`src/rtl/cid_evt_pkg.sv`:
```
// Shared types for the caller-ID mode and event controller.
package cid_evt_pkg;
    // Mode select encoding; fixed because the host drives it directly.
    typedef enum logic [1:0] {
        MODE_ALERT = 2'b00,
        MODE_FSK   = 2'b01,
        MODE_ZERO  = 2'b10,
        MODE_DIAL  = 2'b11
    } cid_mode_e;
endpackage

```
`src/rtl/cid_tick_gen.sv`:
```
// Slow timing enable: one-clock pulse every CLK_PER_TICK clocks.
// Assumes CLK_PER_TICK >= 2. Free-running after reset.
module cid_tick_gen #(
    parameter int CLK_PER_TICK = 125000
) (
    input  logic clk,
    input  logic rst_n,
    output logic tick_o
);
    localparam int CW = $clog2(CLK_PER_TICK + 1);
    localparam logic [CW-1:0] LAST = CW'(CLK_PER_TICK - 1);

    logic [CW-1:0] div_q;

    // Divider counter wraps at LAST and emits the tick.
    always_ff @(posedge clk) begin
        if (!rst_n) begin
            div_q  <= '0;
            tick_o <= 1'b0;
        end else if (div_q == LAST) begin
            div_q  <= '0;
            tick_o <= 1'b1;
        end else begin
            div_q  <= div_q + 1'b1;
            tick_o <= 1'b0;
        end
    end

    // Ticks are isolated single-cycle pulses.
    a_r6_tick_single: assert property (@(posedge clk) disable iff (!rst_n)
        tick_o |=> !tick_o);
endmodule

```
`src/rtl/cid_level_hyst.sv`:
```
// Time hysteresis on the raw FSK level flag.
// The output turns on after ON_TICKS consecutive ticks of the raw flag high,
// and turns off after OFF_TICKS consecutive ticks low. Any clock where the
// raw flag equals the current output restarts the count.
// Held idle (output 0, count 0) while disabled or being cleared.
module cid_level_hyst #(
    parameter int ON_TICKS  = 25,
    parameter int OFF_TICKS = 8
) (
    input  logic clk,
    input  logic rst_n,
    input  logic en_i,
    input  logic clr_i,
    input  logic tick_i,
    input  logic raw_i,
    output logic lvl_o
);
    localparam int MAXT = (ON_TICKS > OFF_TICKS) ? ON_TICKS : OFF_TICKS;
    localparam int CW   = $clog2(MAXT + 1);

    logic [CW-1:0] run_q;
    logic [CW-1:0] run_nxt;
    logic [CW-1:0] limit;

    // Threshold depends on which way the output would switch.
    always_comb begin
        run_nxt = run_q + 1'b1;
        limit   = lvl_o ? CW'(OFF_TICKS) : CW'(ON_TICKS);
    end

    // Count ticks of disagreement; flip once the threshold is reached.
    always_ff @(posedge clk) begin
        if (!rst_n || !en_i || clr_i) begin
            lvl_o <= 1'b0;
            run_q <= '0;
        end else if (raw_i == lvl_o) begin
            run_q <= '0;
        end else if (tick_i) begin
            if (run_nxt >= limit) begin
                lvl_o <= ~lvl_o;
                run_q <= '0;
            end else begin
                run_q <= run_nxt;
            end
        end
    end

    // output only rises while the raw flag was high.
    a_r6_rise_needs_raw: assert property (@(posedge clk) disable iff (!rst_n)
        $rose(lvl_o) |-> $past(raw_i));
    // output only falls by filtering when the raw flag was low.
    a_r7_fall_needs_low: assert property (@(posedge clk) disable iff (!rst_n)
        ($fell(lvl_o) && $past(en_i) && !$past(clr_i)) |-> !$past(raw_i));
endmodule

```
`src/rtl/cid_alert_qual.sv`:
```
// Alert-tone burst duration qualifier.
// Counts ticks while the tone flag is high (saturating above HIGH_WIN) and
// emits a one-clock hit when the flag falls with the count inside
// [LOW_WIN, HIGH_WIN]. Idle while disabled or cleared.
module cid_alert_qual #(
    parameter int LOW_WIN  = 45,
    parameter int HIGH_WIN = 90
) (
    input  logic clk,
    input  logic rst_n,
    input  logic en_i,
    input  logic clr_i,
    input  logic tick_i,
    input  logic tone_i,
    output logic hit_o
);
    localparam int DW = $clog2(HIGH_WIN + 2);
    localparam logic [DW-1:0] LO = DW'(LOW_WIN);
    localparam logic [DW-1:0] HI = DW'(HIGH_WIN);

    logic [DW-1:0] dur_q;
    logic          tone_q;

    // Duration counter and previous tone state.
    always_ff @(posedge clk) begin
        if (!rst_n || !en_i || clr_i) begin
            dur_q  <= '0;
            tone_q <= 1'b0;
        end else begin
            tone_q <= tone_i;
            if (!tone_i)
                dur_q <= '0;
            else if (tick_i && dur_q <= HI)
                dur_q <= dur_q + 1'b1;
        end
    end

    // Falling edge with an in-window duration qualifies the burst.
    always_comb begin
        hit_o = en_i && !clr_i && tone_q && !tone_i && (dur_q >= LO) && (dur_q <= HI);
    end

    // a qualification is a single pulse per burst.
    a_r3_hit_single: assert property (@(posedge clk) disable iff (!rst_n)
        hit_o |=> !hit_o);
    // duration count never runs past its saturation value.
    a_r4_dur_bounded: assert property (@(posedge clk) disable iff (!rst_n)
        dur_q <= HI + 1'b1);
endmodule

```
`src/rtl/cid_event_ctrl.sv`:
```
// Caller-ID mode and event controller (top).
// Decodes the mode select, routes detector flags to det_o and the active-low
// interrupt, filters the FSK level, qualifies alert bursts and latches
// alert/dial interrupts until the mode select changes.
// Assumes all flag inputs are synchronous to clk.
module cid_event_ctrl
    import cid_evt_pkg::*;
#(
    parameter int CLK_PER_TICK   = 125000,
    parameter int LVL_ON_TICKS   = 25,
    parameter int LVL_OFF_TICKS  = 8,
    parameter int LOW_WIN_TICKS  = 45,
    parameter int HIGH_WIN_TICKS = 90
) (
    input  logic       clk,
    input  logic       rst_n,
    input  logic [1:0] mode_sel,
    input  logic       ring_det,
    input  logic       alert_tone,
    input  logic       dial_tone,
    input  logic       fsk_level,
    input  logic       retime_req,
    output logic       det_o,
    output logic       irq_n_o
);
    cid_mode_e mode_cur;
    cid_mode_e mode_q;
    logic      mode_chg;
    logic      tick;
    logic      lvl_filt;
    logic      alert_hit;
    logic      dial_q;
    logic      latch_q;
    logic      det_d;
    logic      irq_d;

    // Decode the current mode and detect a change against last cycle.
    always_comb begin
        mode_cur = cid_mode_e'(mode_sel);
        mode_chg = (mode_cur != mode_q);
    end

    // Remember the mode seen at the previous edge.
    always_ff @(posedge clk) begin
        if (!rst_n) mode_q <= MODE_ZERO;
        else        mode_q <= mode_cur;
    end

    cid_tick_gen #(.CLK_PER_TICK(CLK_PER_TICK)) i_tick (
        .clk(clk), .rst_n(rst_n), .tick_o(tick));

    cid_level_hyst #(.ON_TICKS(LVL_ON_TICKS), .OFF_TICKS(LVL_OFF_TICKS)) i_hyst (
        .clk(clk), .rst_n(rst_n), .en_i(mode_cur == MODE_FSK), .clr_i(mode_chg),
        .tick_i(tick), .raw_i(fsk_level), .lvl_o(lvl_filt));

    cid_alert_qual #(.LOW_WIN(LOW_WIN_TICKS), .HIGH_WIN(HIGH_WIN_TICKS)) i_qual (
        .clk(clk), .rst_n(rst_n), .en_i(mode_cur == MODE_ALERT), .clr_i(mode_chg),
        .tick_i(tick), .tone_i(alert_tone), .hit_o(alert_hit));

    // Dial-tone edge memory; cleared outside dial mode so entry re-arms.
    always_ff @(posedge clk) begin
        if (!rst_n || mode_cur != MODE_DIAL || mode_chg) dial_q <= 1'b0;
        else                                             dial_q <= dial_tone;
    end

    // Interrupt latch for alert and dial modes, cleared on a mode change.
    always_ff @(posedge clk) begin
        if (!rst_n || mode_chg)
            latch_q <= 1'b0;
        else if (mode_cur == MODE_ALERT && alert_hit)
            latch_q <= 1'b1;
        else if (mode_cur == MODE_DIAL && dial_tone && !dial_q)
            latch_q <= 1'b1;
    end

    // Route sources for the selected mode.
    always_comb begin
        unique case (mode_cur)
            MODE_ALERT: begin det_d = alert_tone; irq_d = latch_q && !mode_chg;  end
            MODE_FSK:   begin det_d = lvl_filt;   irq_d = retime_req || ring_det; end
            MODE_ZERO:  begin det_d = ring_det;   irq_d = ring_det;               end
            default:    begin det_d = dial_tone;  irq_d = latch_q && !mode_chg;  end
        endcase
    end

    // Output registers; interrupt is released high when not asserted.
    always_ff @(posedge clk) begin
        if (!rst_n) begin
            det_o   <= 1'b0;
            irq_n_o <= 1'b1;
        end else begin
            det_o   <= det_d;
            irq_n_o <= ~irq_d;
        end
    end

    // in zero-power, det follows ring one clock later.
    a_r2_zero_det: assert property (@(posedge clk) disable iff (!rst_n)
        (mode_cur == MODE_ZERO) |=> (det_o == $past(ring_det)));
    // a latched interrupt holds while the mode is unchanged.
    a_r5_latch_hold: assert property (@(posedge clk) disable iff (!rst_n)
        (latch_q && !mode_chg) |=> latch_q);
    // entering a latched mode releases the interrupt.
    a_r10_clear_on_change: assert property (@(posedge clk) disable iff (!rst_n)
        (mode_chg && (mode_cur == MODE_ALERT || mode_cur == MODE_DIAL)) |=> irq_n_o);
    // a dial-tone rising edge in steady dial mode sets the latch.
    a_r9_dial_edge: assert property (@(posedge clk) disable iff (!rst_n)
        (mode_q == MODE_DIAL && mode_cur == MODE_DIAL && $rose(dial_tone)) |=> latch_q);
endmodule

```
`config.mk`:
```
export PLATFORM = sky130hd
export DESIGN_NAME = cid_event_ctrl
export DESIGN_NICKNAME = d
export VERILOG_FILES = /design/src/rtl/cid_evt_pkg.sv /design/src/rtl/cid_tick_gen.sv /design/src/rtl/cid_level_hyst.sv /design/src/rtl/cid_alert_qual.sv /design/src/rtl/cid_event_ctrl.sv
export SDC_FILE = /design/constraint.sdc
export NUM_CORES = 1
export LEC_CHECK = 0
export ABC_CLOCK_PERIOD_IN_PS = 1600
export BUFFER_PORTS_ARGS = -buffer_cell sky130_fd_sc_hd__buf_2
export CORE_ASPECT_RATIO = 1.5
export CORE_MARGIN = 4
export CORE_UTILIZATION = 54
export CTS_CLUSTER_SIZE = 40
export DETAILED_ROUTE_END_ITERATION = 8
export HOLD_SLACK_MARGIN = 0.12
export PLACE_DENSITY_LB_ADDON = 0.08
export SLEW_MARGIN = 20
export SYNTH_ARGS = -nofsm -noshare
export SYNTH_HDL_FRONTEND = slang
export SYNTH_SLANG_ARGS = --single-unit
```
`constraint.sdc`:
```
create_clock -name clk -period 1.6 [get_ports clk]
set_input_delay 0.48 -clock clk [delete_from_list [all_inputs] [get_ports clk]]
set_output_delay 0.48 -clock clk [all_outputs]
set_load 0.02 [all_outputs]
```
==> out/metrics.cfg, run 1 <==
[detailed_routing]
routed_wl_um=4234
routedWlPerCell_um=14.21
drtAntennaViolNets=0
drc_errors=0
firstDrtPassIters=5
drt_iter0_drc=20
vias=1719
post_drt_via_cell_ratio=5.768

[hold_path]
min_to=mode_q[1]
hp-class=in -> reg
min_from=rst_n
hold_path_depth=2

[timing]
setup_viol=6
drv_slew=0
setup_ws_ns=-0.06589
fin_crit_ns=1.666
worst_pin_slew_ns=0.3795
skew_ns=0.006355
fin_crit_sh_pct=104.1
rsz0062_at_grt=true
hold_violations=0
relSlewSlack_pct=74.46
fmaxAchievable_ghz=0.6003
setup_tns_ns=-0.2002

[worst_setup_path]
r2r-end=i_hyst.lvl_o
r2r-start=i_hyst.run_q[1]
crit_arrival_ns=1.89
critPathKind=reg -> reg
reg2reg_slack_ns=-0.07
slowest_stage=dfxtp_2
end_kind=flop
start_kind=flop
worstPathCellList=ha_4, nand3_4, xnor2_2, ha_1, nand2_1, a31oi_1, a22o_2, mux2i_1
crit_fanout=6
max_stage_delay_ns=0.35
required_ns=1.82
ff2ff_path_depth=8

[outcome]
violations=setup timing
outcome=finished, violations left

[clock_network]
cts.sinks=38
hold_buffers=0
cts_buffer_depth=2
path_clk_slew_ns=0.07
clock_latency_ns=0.29
cts-root-buf=clkbuf_8
numCtsBuffers=5
cts-htree-levels=2
cts_tree=built

[pwr]
power.leakage_uw=0.0009303
p_sw_uw=390.6
clkPwrFrac_pct=38.8
p_sw_share_pct=22.44
p_comb_share_pct=6.1
powerDensity_nw_per_um2=716.7
p_int_uw=1350
ir_drop_mv=0.6931
seq_power_share_pct=55.1

[die]
row_count=26
start_util_pct=56.15
die-area_um2=4589
die_h_um=81.00
core_area_um2=3416
io_pins=11
die_x_um=56.66

[synthesis]
yosys_warnings=0
synth_cell_types=37
yosysSeqAreaShare_pct=39.66
synth.top_cell.area_share_pct=39.66
netlist_area_um2=1918
postSynthCellCount=216
yosys-top-cells-area=dfxtp_1 (40%), ha_1 (7.8%), xnor2_1 (5.0%)
syn_nets=237
synth_area_per_cell_um2=8.880
ys_ff_latch=38
yosys.area.top_type=dfxtp_1

[place]
hpwl_um=3157
io_buffers=10
place_congestion=0.9286
dp_slack_ns=-0.1042

[finish]
num-nets-final=276
final_cell_mix=dfxtp_1 (33), buf_4 (27), nor2_1 (20)
final_common_cell=dfxtp_1
layout-drive-gt1-share_pct=29.30
area_delta_synth_final_pct=26.61
fillers=277
antenna_cells=0

[global_route]
grtUsageTotal_pct=19.65
grt_start_max_net_pins=18
grt_pass1_wl_um=7148
grt.overflow.total=0
antenna_found_initial=0
grt_pass1_vias=1786

[flow_run]
cap_viol_max_count=0

## cells in the mapped netlist, drive strengths merged
cell and n:
a21oi 11, a222oi 1, a22o 1, a2bb2oi 1, a31oi 2, and2 1
and3 6, and4 1, buf 3, clkbuf 4, dfxtp 38, ha 12
inv 11, mux2 1, mux2i 2, nand2 12, nand3 18, nand4 6
nand4b 2, nor2 20, nor2b 2, nor3 8, nor4 4, nor4b 1
o2111a 1, o211ai 1, o21a 1, o21ai 7, o311a 1, o31ai 7
or3 3, or4 6, xnor2 11, xor2 10
## stage by stage
step | total power, uW | std cells | cell area [um^2] | hold WS [ns] | utilization (%)
6_report | 1741 | 298 | 2429 | 0.4431 | 71.10
5_1_grt | 1809 | 298 | 2429 | 0.4379 | 71.10
4_1_cts | 1755 | 297 | 2350 | 0.4349 | 68.79
3_5_place_dp | 1087 | 287 | 2235 | 0.4615 | 65.42
3_3_place_gp | 1083 | 287 | 2235 | 0.4380 | 65.42
2_1_floorplan | 1036 | 216 | 1968 | 0.4156 | -
## worst max-delay path: cells and delay by family (launching register included)
kind                       cells  cell delay (ns)
DFF                            1             0.35
adders and majority gates      2             0.42
and+or+nand+nor                2             0.13
xor gates and xnor gates       1             0.14
AOI/OAI and AO/OA              2             0.36
muxes                          1             0.19
## kinds of logic after synthesis
kind of cell             count (synthesis)  synth area share (%)
adder cells (fa/ha/maj)                 12                 7.828
AND/OR/NAND/NOR                         90                 24.79
AO/OA/AOI/OAI                           34                 12.13
XOR/XNOR                                21                 9.589
flip-flops                              38                 39.66
multiplexers                             3                 1.631
buffers and inverters                   18                 4.370
## worst max path at each step
stage                     from              end
5_1_grt        i_hyst.run_q[1]     i_hyst.lvl_o
2_1_floorplan  i_hyst.run_q[1]     i_hyst.lvl_o
3_3_place_gp   i_hyst.run_q[1]     i_hyst.lvl_o
4_1_cts        i_hyst.run_q[1]  i_hyst.run_q[2]
6_report       i_hyst.run_q[1]     i_hyst.lvl_o
3_5_place_dp   i_hyst.run_q[1]     i_hyst.lvl_o
## power by group through the flow
stage / Combinational (uW) / Clock [uW] / Sequential, uW
floorplan: 51.3 / 0 / 985
finish: 107 / 675 / 959
global route: 121 / 728 / 960
CTS: 107 / 689 / 959
global placement: 102 / 0 / 980
detailed placement: 106 / 0 / 981
## layout make-up
type	instances	area, um^2	share of cell area, %
tap	42	52.55	2.164
clock buffer	7	86.33	3.555
multi-input combinational	160	1185	48.79
timing repair buffer	39	284.0	11.69
inverter	11	41.29	1.700
sequential	38	774.5	31.89
clock inverter	1	5.005	0.2061
## what timing repair did
action,4_1_cts,5_1_grt
endpoints found under the setup margin,27,18
setup buffers,2,1
gates resized for setup,3,17
pin swaps,0,8
## flip-flops by register name, indices dropped and copies added, names as in the netlist
| name | cells |
|---|---|
| det_o | 1 |
| dial_q | 1 |
| i_hyst.lvl_o | 1 |
| i_hyst.run_q | 5 |
| i_qual.dur_q | 7 |
| i_qual.tone_q | 1 |
| i_tick.div_q | 17 |
| i_tick.tick_o | 1 |
| irq_n_o | 1 |
| latch_q | 1 |
| mode_q | 2 |
## routing by layer
metal | up-vias | wire, um | share of wire (%) | GRT usage (%)
met5 | - | 0 | 0 | 0
met4 | 0 | 172 | 4.1 | 12.35
met3 | 20 | 99 | 2.3 | 4.452
met2 | 29 | 2439 | 58 | 38.08
met1 | 821 | 1523 | 36 | 18.04
li1 | 849 | - | - | -
Power figures use the tool's default switching activity.
==> inputs of run 2 (changes only) <==
SYNTH_HIERARCHICAL = 1   (was not set)
==> out/metrics.cfg, run 2 <==
[outcome]
outcome=finished, violations left
violations=setup timing

[timing]
hold_slack_ns=0.4826  ; +0.03951 ns
fin_crit_ns=1.802  ; +0.1358 ns
setup_ws_ns=-0.2017  ; -0.1358 ns
setup_viol=19  ; +13
drv_slew=0  ; unchanged
skew_ns=0.008024  ; +0.001670 ns
fin_crit_sh_pct=112.6  ; +8.5 points
fmaxAchievable_ghz=0.5550  ; -7.5%
rsz0062_at_grt=true
setup_tns_ns=-3.278  ; -3.078 ns
relSlewSlack_pct=68.32  ; -6.1 points
hold_violations=0  ; unchanged
worst_pin_slew_ns=0.4745  ; +0.09500 ns

[detailed_routing]
vias=1675  ; -2.6%
firstDrtPassIters=4  ; -1
drt_iter0_drc=66  ; +230%
routedWlPerCell_um=13.88  ; -2.3%
drc_errors=0  ; unchanged
routed_wl_um=4290  ; +1.3%
post_drt_via_cell_ratio=5.421  ; -6.0%
drtAntennaViolNets=0  ; unchanged

[worst_setup_path]
end_kind=flop
critPathKind=reg -> reg
required_ns=1.77  ; -0.05 ns
start_kind=flop
crit_arrival_ns=1.97  ; +0.08 ns
r2r-end=i_tick/div_q[7]
reg2reg_slack_ns=-0.20  ; -0.14 ns
ff2ff_path_depth=4  ; -4
crit_fanout=8  ; +2
r2r-start=i_tick/div_q[5]

[finish]
reg_top3=i_tick/div_q (17), i_qual/dur_q (7), i_hyst/run_q (5)
layout-drive-gt1-share_pct=29.96  ; +0.67 points
antenna_cells=0  ; unchanged
num-nets-final=288  ; +4.3%
area_delta_synth_final_pct=27.23
fillers=276  ; -0.36%
final_cell_mix=nor2_1 (37), buf_4 (35), dfxtp_1 (31)
largest_reg_flops=17  ; unchanged
final_common_cell=nor2_1
regMostFlops=i_tick/div_q

[synthesis]
yosys-top-cells-area=dfxtp_1 (39%), xnor2_1 (8.5%), ha_1 (8.3%)
netlist_area_um2=1967  ; +2.5%
async_flop_share_pct=0  ; unchanged
postSynthCellCount=218  ; +0.93%
yosys.area.top_type=dfxtp_1
yosysSeqAreaShare_pct=38.68  ; -0.98 points
ys_ff_latch=38  ; unchanged
yosys_warnings=6  ; +6
ys.flop_type=dfxtp_1
synth_cell_types=42  ; +14%
syn_nets=240  ; +1.3%
post-synth-top-count-cell=dfxtp_1
synth_area_per_cell_um2=9.022  ; +1.6%
synthTopCellsByCount=dfxtp_1 (38), nor2_1 (37), xnor2_1 (19)
synth-edff-count=0  ; unchanged
synth.top_cell.area_share_pct=38.68  ; -0.98 points

[clock_network]
clock_latency_ns=0.28  ; about the same
cts_tree=built
path_clk_slew_ns=0.07  ; about the same
cts-root-buf=clkbuf_8
cts.sinks=38  ; unchanged
cts-htree-levels=2  ; unchanged
numCtsBuffers=5  ; unchanged
hold_buffers=0  ; unchanged
cts_buffer_depth=2  ; unchanged

[pwr]
ir_drop_mv=0.7956  ; +15%
powerDensity_nw_per_um2=682.1  ; -4.8%
power.leakage_uw=0.0009494  ; +2.0%

[die]
start_util_pct=57.04  ; +0.89 points
row_count=26  ; unchanged
core_area_um2=3448  ; +0.95%
io_pins=11  ; unchanged
die_h_um=81.92  ; +1.1%
die_x_um=57.28  ; +1.1%
die-area_um2=4692  ; +2.2%

[place]
hpwl_um=3109  ; -1.5%
place_congestion=0.8084  ; -13%
io_buffers=10  ; unchanged

[hold_path]
hold_path_depth=3  ; +1
min_from=fsk_level
min_to=i_hyst/lvl_o
hp-class=in -> reg

[global_route]
grt.overflow.total=0  ; unchanged
grtUsageTotal_pct=19.45  ; -0.20 points
grt_pass1_wl_um=7272  ; +1.7%
antenna_found_initial=0  ; unchanged
grt_pass1_vias=1705  ; -4.5%
grt_start_max_net_pins=17  ; -1

[flow_run]
cap_viol_max_count=0  ; unchanged

run 2: cell count changes in the layout (fill, tap and decap cells not counted), moves of 3 or more:
cell,previous run,this run
nor2_1,20,37
xnor2_1,10,19
buf_4,27,35
a21oi_1,8,2
o21ai_0,6,1
o31ai_1,5,0
or4_1,4,0
dfxtp_2,2,5
nand3_1,15,12
nor3_1,7,4
run 2: kinds of logic (layout without fill, tap and decap cells):
group	Yosys count	in the layout	synth area share [%]
AO/OA/AOI/OAI	18	18	8.079
buffers and inverters	18	66	4.452
AND/OR/NAND/NOR	100	101	26.59
XOR/XNOR	29	29	12.91
adder cells (fa/ha/maj)	13	13	8.270
flip-flops	38	38	38.68
multiplexers	2	2	1.018
run 2: metal layers:
layer  GRT usage, %  vias to the layer above  wire (um)
li1               -                      845          -
met5              0                        -          0
met1          20.29                      791       1715
met2          38.22                       33       2417
met4          5.800                        0         44
met3          4.088                        6        114
run 2: report_power, final:
| part | total, uW | leakage, uW | switching, uW | internal [uW] |
|---|---|---|---|---|
| Clock | 618 | 0.0000395 | 308 | 310 |
| Sequential | 963 | 0.000312 | 7.80 | 955 |
| Combinational | 127 | 0.000598 | 67.2 | 59.4 |
| Total | 1710 | 0.000949 | 383 | 1320 |
run 2: timing repair:
action,4_1_cts,5_1_grt
gates resized for setup,7,8
pin swaps,5,8
gates cloned,0,1
buffers inserted,0,1
setup endpoints to repair,24,28
run 2: stage by stage:
step                area (um^2)  total power (uW)  utilization [%]  worst slack [ns]  std cells
CTS                        2435              1722            70.61           -0.1552        307
global placement           2318              1097            67.24           -0.1410        299
detailed placement         2318              1100            67.24           -0.1822        299
floorplan                  1999              1042                -           -0.1605        218
finish                     2502              1707            72.57           -0.2017        309
global route               2502              1786            72.57           -0.2178        309
run 2: worst max path at each step:
stage	startpoint	to	slack, ns
2_1_floorplan	i_tick/div_q[7]	i_tick/div_q[0]	-0.16
4_1_cts	i_tick/div_q[7]	i_tick/div_q[7]	-0.16
3_5_place_dp	i_tick/div_q[7]	i_tick/div_q[7]	-0.18
3_3_place_gp	i_tick/div_q[5]	i_tick/div_q[7]	-0.14
5_1_grt	i_tick/div_q[5]	i_tick/div_q[7]	-0.22
6_report	i_tick/div_q[5]	i_tick/div_q[7]	-0.20
run 2: layout make-up:
type	instances	area, um^2	area share [%]
Timing Repair Buffer	45	312.8	12.50
Multi-Input combinational cell	163	1231	49.20
Inverter	13	51.30	2.050
Sequential cell	38	774.5	30.95
Clock buffer	8	80.08	3.200
Tap cell	42	52.55	2.100
run 2: critical path, stage by stage (launching register included):
cell and delay [ns]:
dfxtp_1 0.31, or4b_1 0.54, or4_4 0.65, nand2_8 0.14
nor2_1 0.06
==> inputs of run 3 (changes only) <==
TNS_END_PERCENT = 30   (was not set)
==> out/metrics.cfg, run 3 (synthesized netlist as in run 2, its figures left out) <==
[global_route]
grt_start_max_net_pins=17  ; unchanged
antenna_found_initial=0  ; unchanged
grtUsageTotal_pct=20.13  ; +0.69 points
grt_pass1_vias=1765  ; +3.5%
grt.overflow.total=0  ; unchanged
grt_pass1_wl_um=7307  ; +0.48%

[die]
die_h_um=81.92  ; unchanged
die_x_um=57.28  ; unchanged
start_util_pct=57.04  ; unchanged
core_area_um2=3448  ; unchanged
io_pins=11  ; unchanged
die-area_um2=4692  ; unchanged
row_count=26  ; unchanged

[pwr]
clkPwrFrac_pct=43.2  ; +7.0 points
powerDensity_nw_per_um2=756.9  ; +11%
p_comb_share_pct=5.6  ; -1.8 points
p_int_uw=1501  ; +13%
power.leakage_uw=0.0009450  ; -0.47%
seq_power_share_pct=51.2  ; -5.2 points
total_power_uw=1884  ; +10%
ir_drop_mv=0.8538  ; +7.3%
p_sw_share_pct=20.34  ; -2.1 points
p_sw_uw=383.2  ; about the same

[place]
place_congestion=0.8477  ; +4.9%
placed_area_um2=2260  ; -2.5%
io_buffers=10  ; unchanged
hpwl_um=3200  ; +2.9%

[clock_network]
hold_buffers=0  ; unchanged
cts.sinks=38  ; unchanged
cts-root-buf=clkbuf_8
clock_latency_ns=0.28  ; about the same
cts_buffer_depth=2  ; unchanged
path_clk_slew_ns=0.07  ; about the same
numCtsBuffers=5  ; unchanged
cts_tree=built
cts-htree-levels=2  ; unchanged

[timing]
setup_ws_ns=-0.1377  ; +0.06402 ns
fmaxAchievable_ghz=0.5755  ; +3.7%
hold_violations=0  ; unchanged
setup_viol=19  ; unchanged
fin_crit_sh_pct=108.6  ; -4.0 points
fin_crit_ns=1.738  ; -0.06402 ns
rsz0062_at_grt=true
hold_slack_ns=0.4721  ; -0.01044 ns
relSlewSlack_pct=66.91  ; -1.4 points
skew_ns=0.004313  ; -0.003712 ns
drv_slew=0  ; unchanged
worst_pin_slew_ns=0.4957  ; +0.02113 ns

[hold_path]
hp-class=in -> reg

[finish]
area_delta_synth_final_pct=26.53
fillers=278  ; +0.72%
final_common_cell=nor2_1
regMostFlops=i_tick/div_q
antenna_cells=0  ; unchanged
layout-drive-gt1-share_pct=29.77  ; -0.19 points
reg_top3=i_tick/div_q (17), i_qual/dur_q (7), i_hyst/run_q (5)
num-nets-final=284  ; -1.4%
final_cell_mix=nor2_1 (37), dfxtp_1 (32), buf_4 (32)
final_area_um2=2489  ; -0.55%
largest_reg_flops=17  ; unchanged

[worst_setup_path]
critPathKind=reg -> reg
crit_arrival_ns=1.91  ; -0.06 ns
required_ns=1.77  ; about the same
crit_fanout=16  ; +8
end_kind=flop
start_kind=flop

[outcome]
outcome=finished, violations left
violations=setup timing

[detailed_routing]
drc_errors=0  ; unchanged
drtAntennaViolNets=0  ; unchanged
routed_wl_um=4196  ; -2.2%
routedWlPerCell_um=13.80  ; -0.58%
vias=1697  ; +1.3%
firstDrtPassIters=6  ; +2
post_drt_via_cell_ratio=5.582  ; +3.0%
drt_iter0_drc=38  ; -42%

[flow_run]
cap_viol_max_count=0  ; unchanged

## run 3: cell count changes in the layout (fill, tap and decap cells not counted), sizes merged
cell / before / now
clkbuf: 8 / 6
buf: 45 / 42
nand2: 18 / 17
bufinv: 0 / 1
## run 3: layout make-up
type	count	area [um^2]	area share, %
clock buffer	6	82.58	3.318
clock inverter	1	30.03	1.207
inverter	13	48.80	1.961
multi-input combinational	162	1211	48.67
sequential	38	773.2	31.07
tap	42	52.55	2.112
timing repair buffer	42	290.3	11.66
## run 3: repair_timing
| item | in CTS | in global routing |
|---|---|---|
| gates cloned | 0 | 0 |
| gates resized for setup | 8 | 14 |
| endpoints found under the hold margin | 0 | 0 |
| buffers inserted | 0 | 2 |
| pin swaps | 4 | 9 |
| endpoints found under the setup margin | 27 | 32 |
## run 3: worst paths after layout
kind / startpoint / end / slack (ns) / cells after the start
setup reg to reg: i_tick/div_q[7] / i_tick/div_q[0] / -0.14 / 4
hold / removal: mode_sel[0] / mode_q[0] / 0.47 / 2
hold reg to reg: i_tick/div_q[0] / i_tick/div_q[0] / 0.54 / 1
setup / recovery: i_tick/div_q[7] / i_tick/div_q[0] / -0.14 / 4
## run 3: routing by layer
| metal | wire length, um | global-route usage, % |
|---|---|---|
| met3 | 92 | 4.245 |
| met5 | 0 | 0 |
| met1 | 1501 | 18.27 |
| met2 | 2435 | 39.93 |
| met4 | 166 | 11.83 |
## run 3: critical path: stages (launching register included)
cell and delay, ns:
dfxtp_2 0.32, or4b_4 0.53, or4_4 0.58, nand2_8 0.13
nor2_1 0.06
## run 3: metrics by stage
| stage | instances | setup TNS [ns] | util (%) | worst slack [ns] |
|---|---|---|---|---|
| detailed placement | 295 | -5.589 | 65.53 | -0.2606 |
| global placement | 295 | -4.150 | 65.53 | -0.2074 |
| finish | 304 | -2.213 | 72.17 | -0.1377 |
| CTS | 302 | -2.457 | 69.52 | -0.1370 |
| floorplan | 218 | -2.308 | - | -0.1607 |
| global route | 304 | -3.541 | 72.17 | -0.1823 |
## run 3: power by group through the flow
stage / clock (uW) / combinational (uW) / sequential, uW
after CTS: 841 / 104 / 966
after detailed placement: 0 / 101 / 989
after global placement: 0 / 98.0 / 989
final: 813 / 106 / 965
after floorplan: 0 / 54.2 / 990
after global routing: 879 / 120 / 966
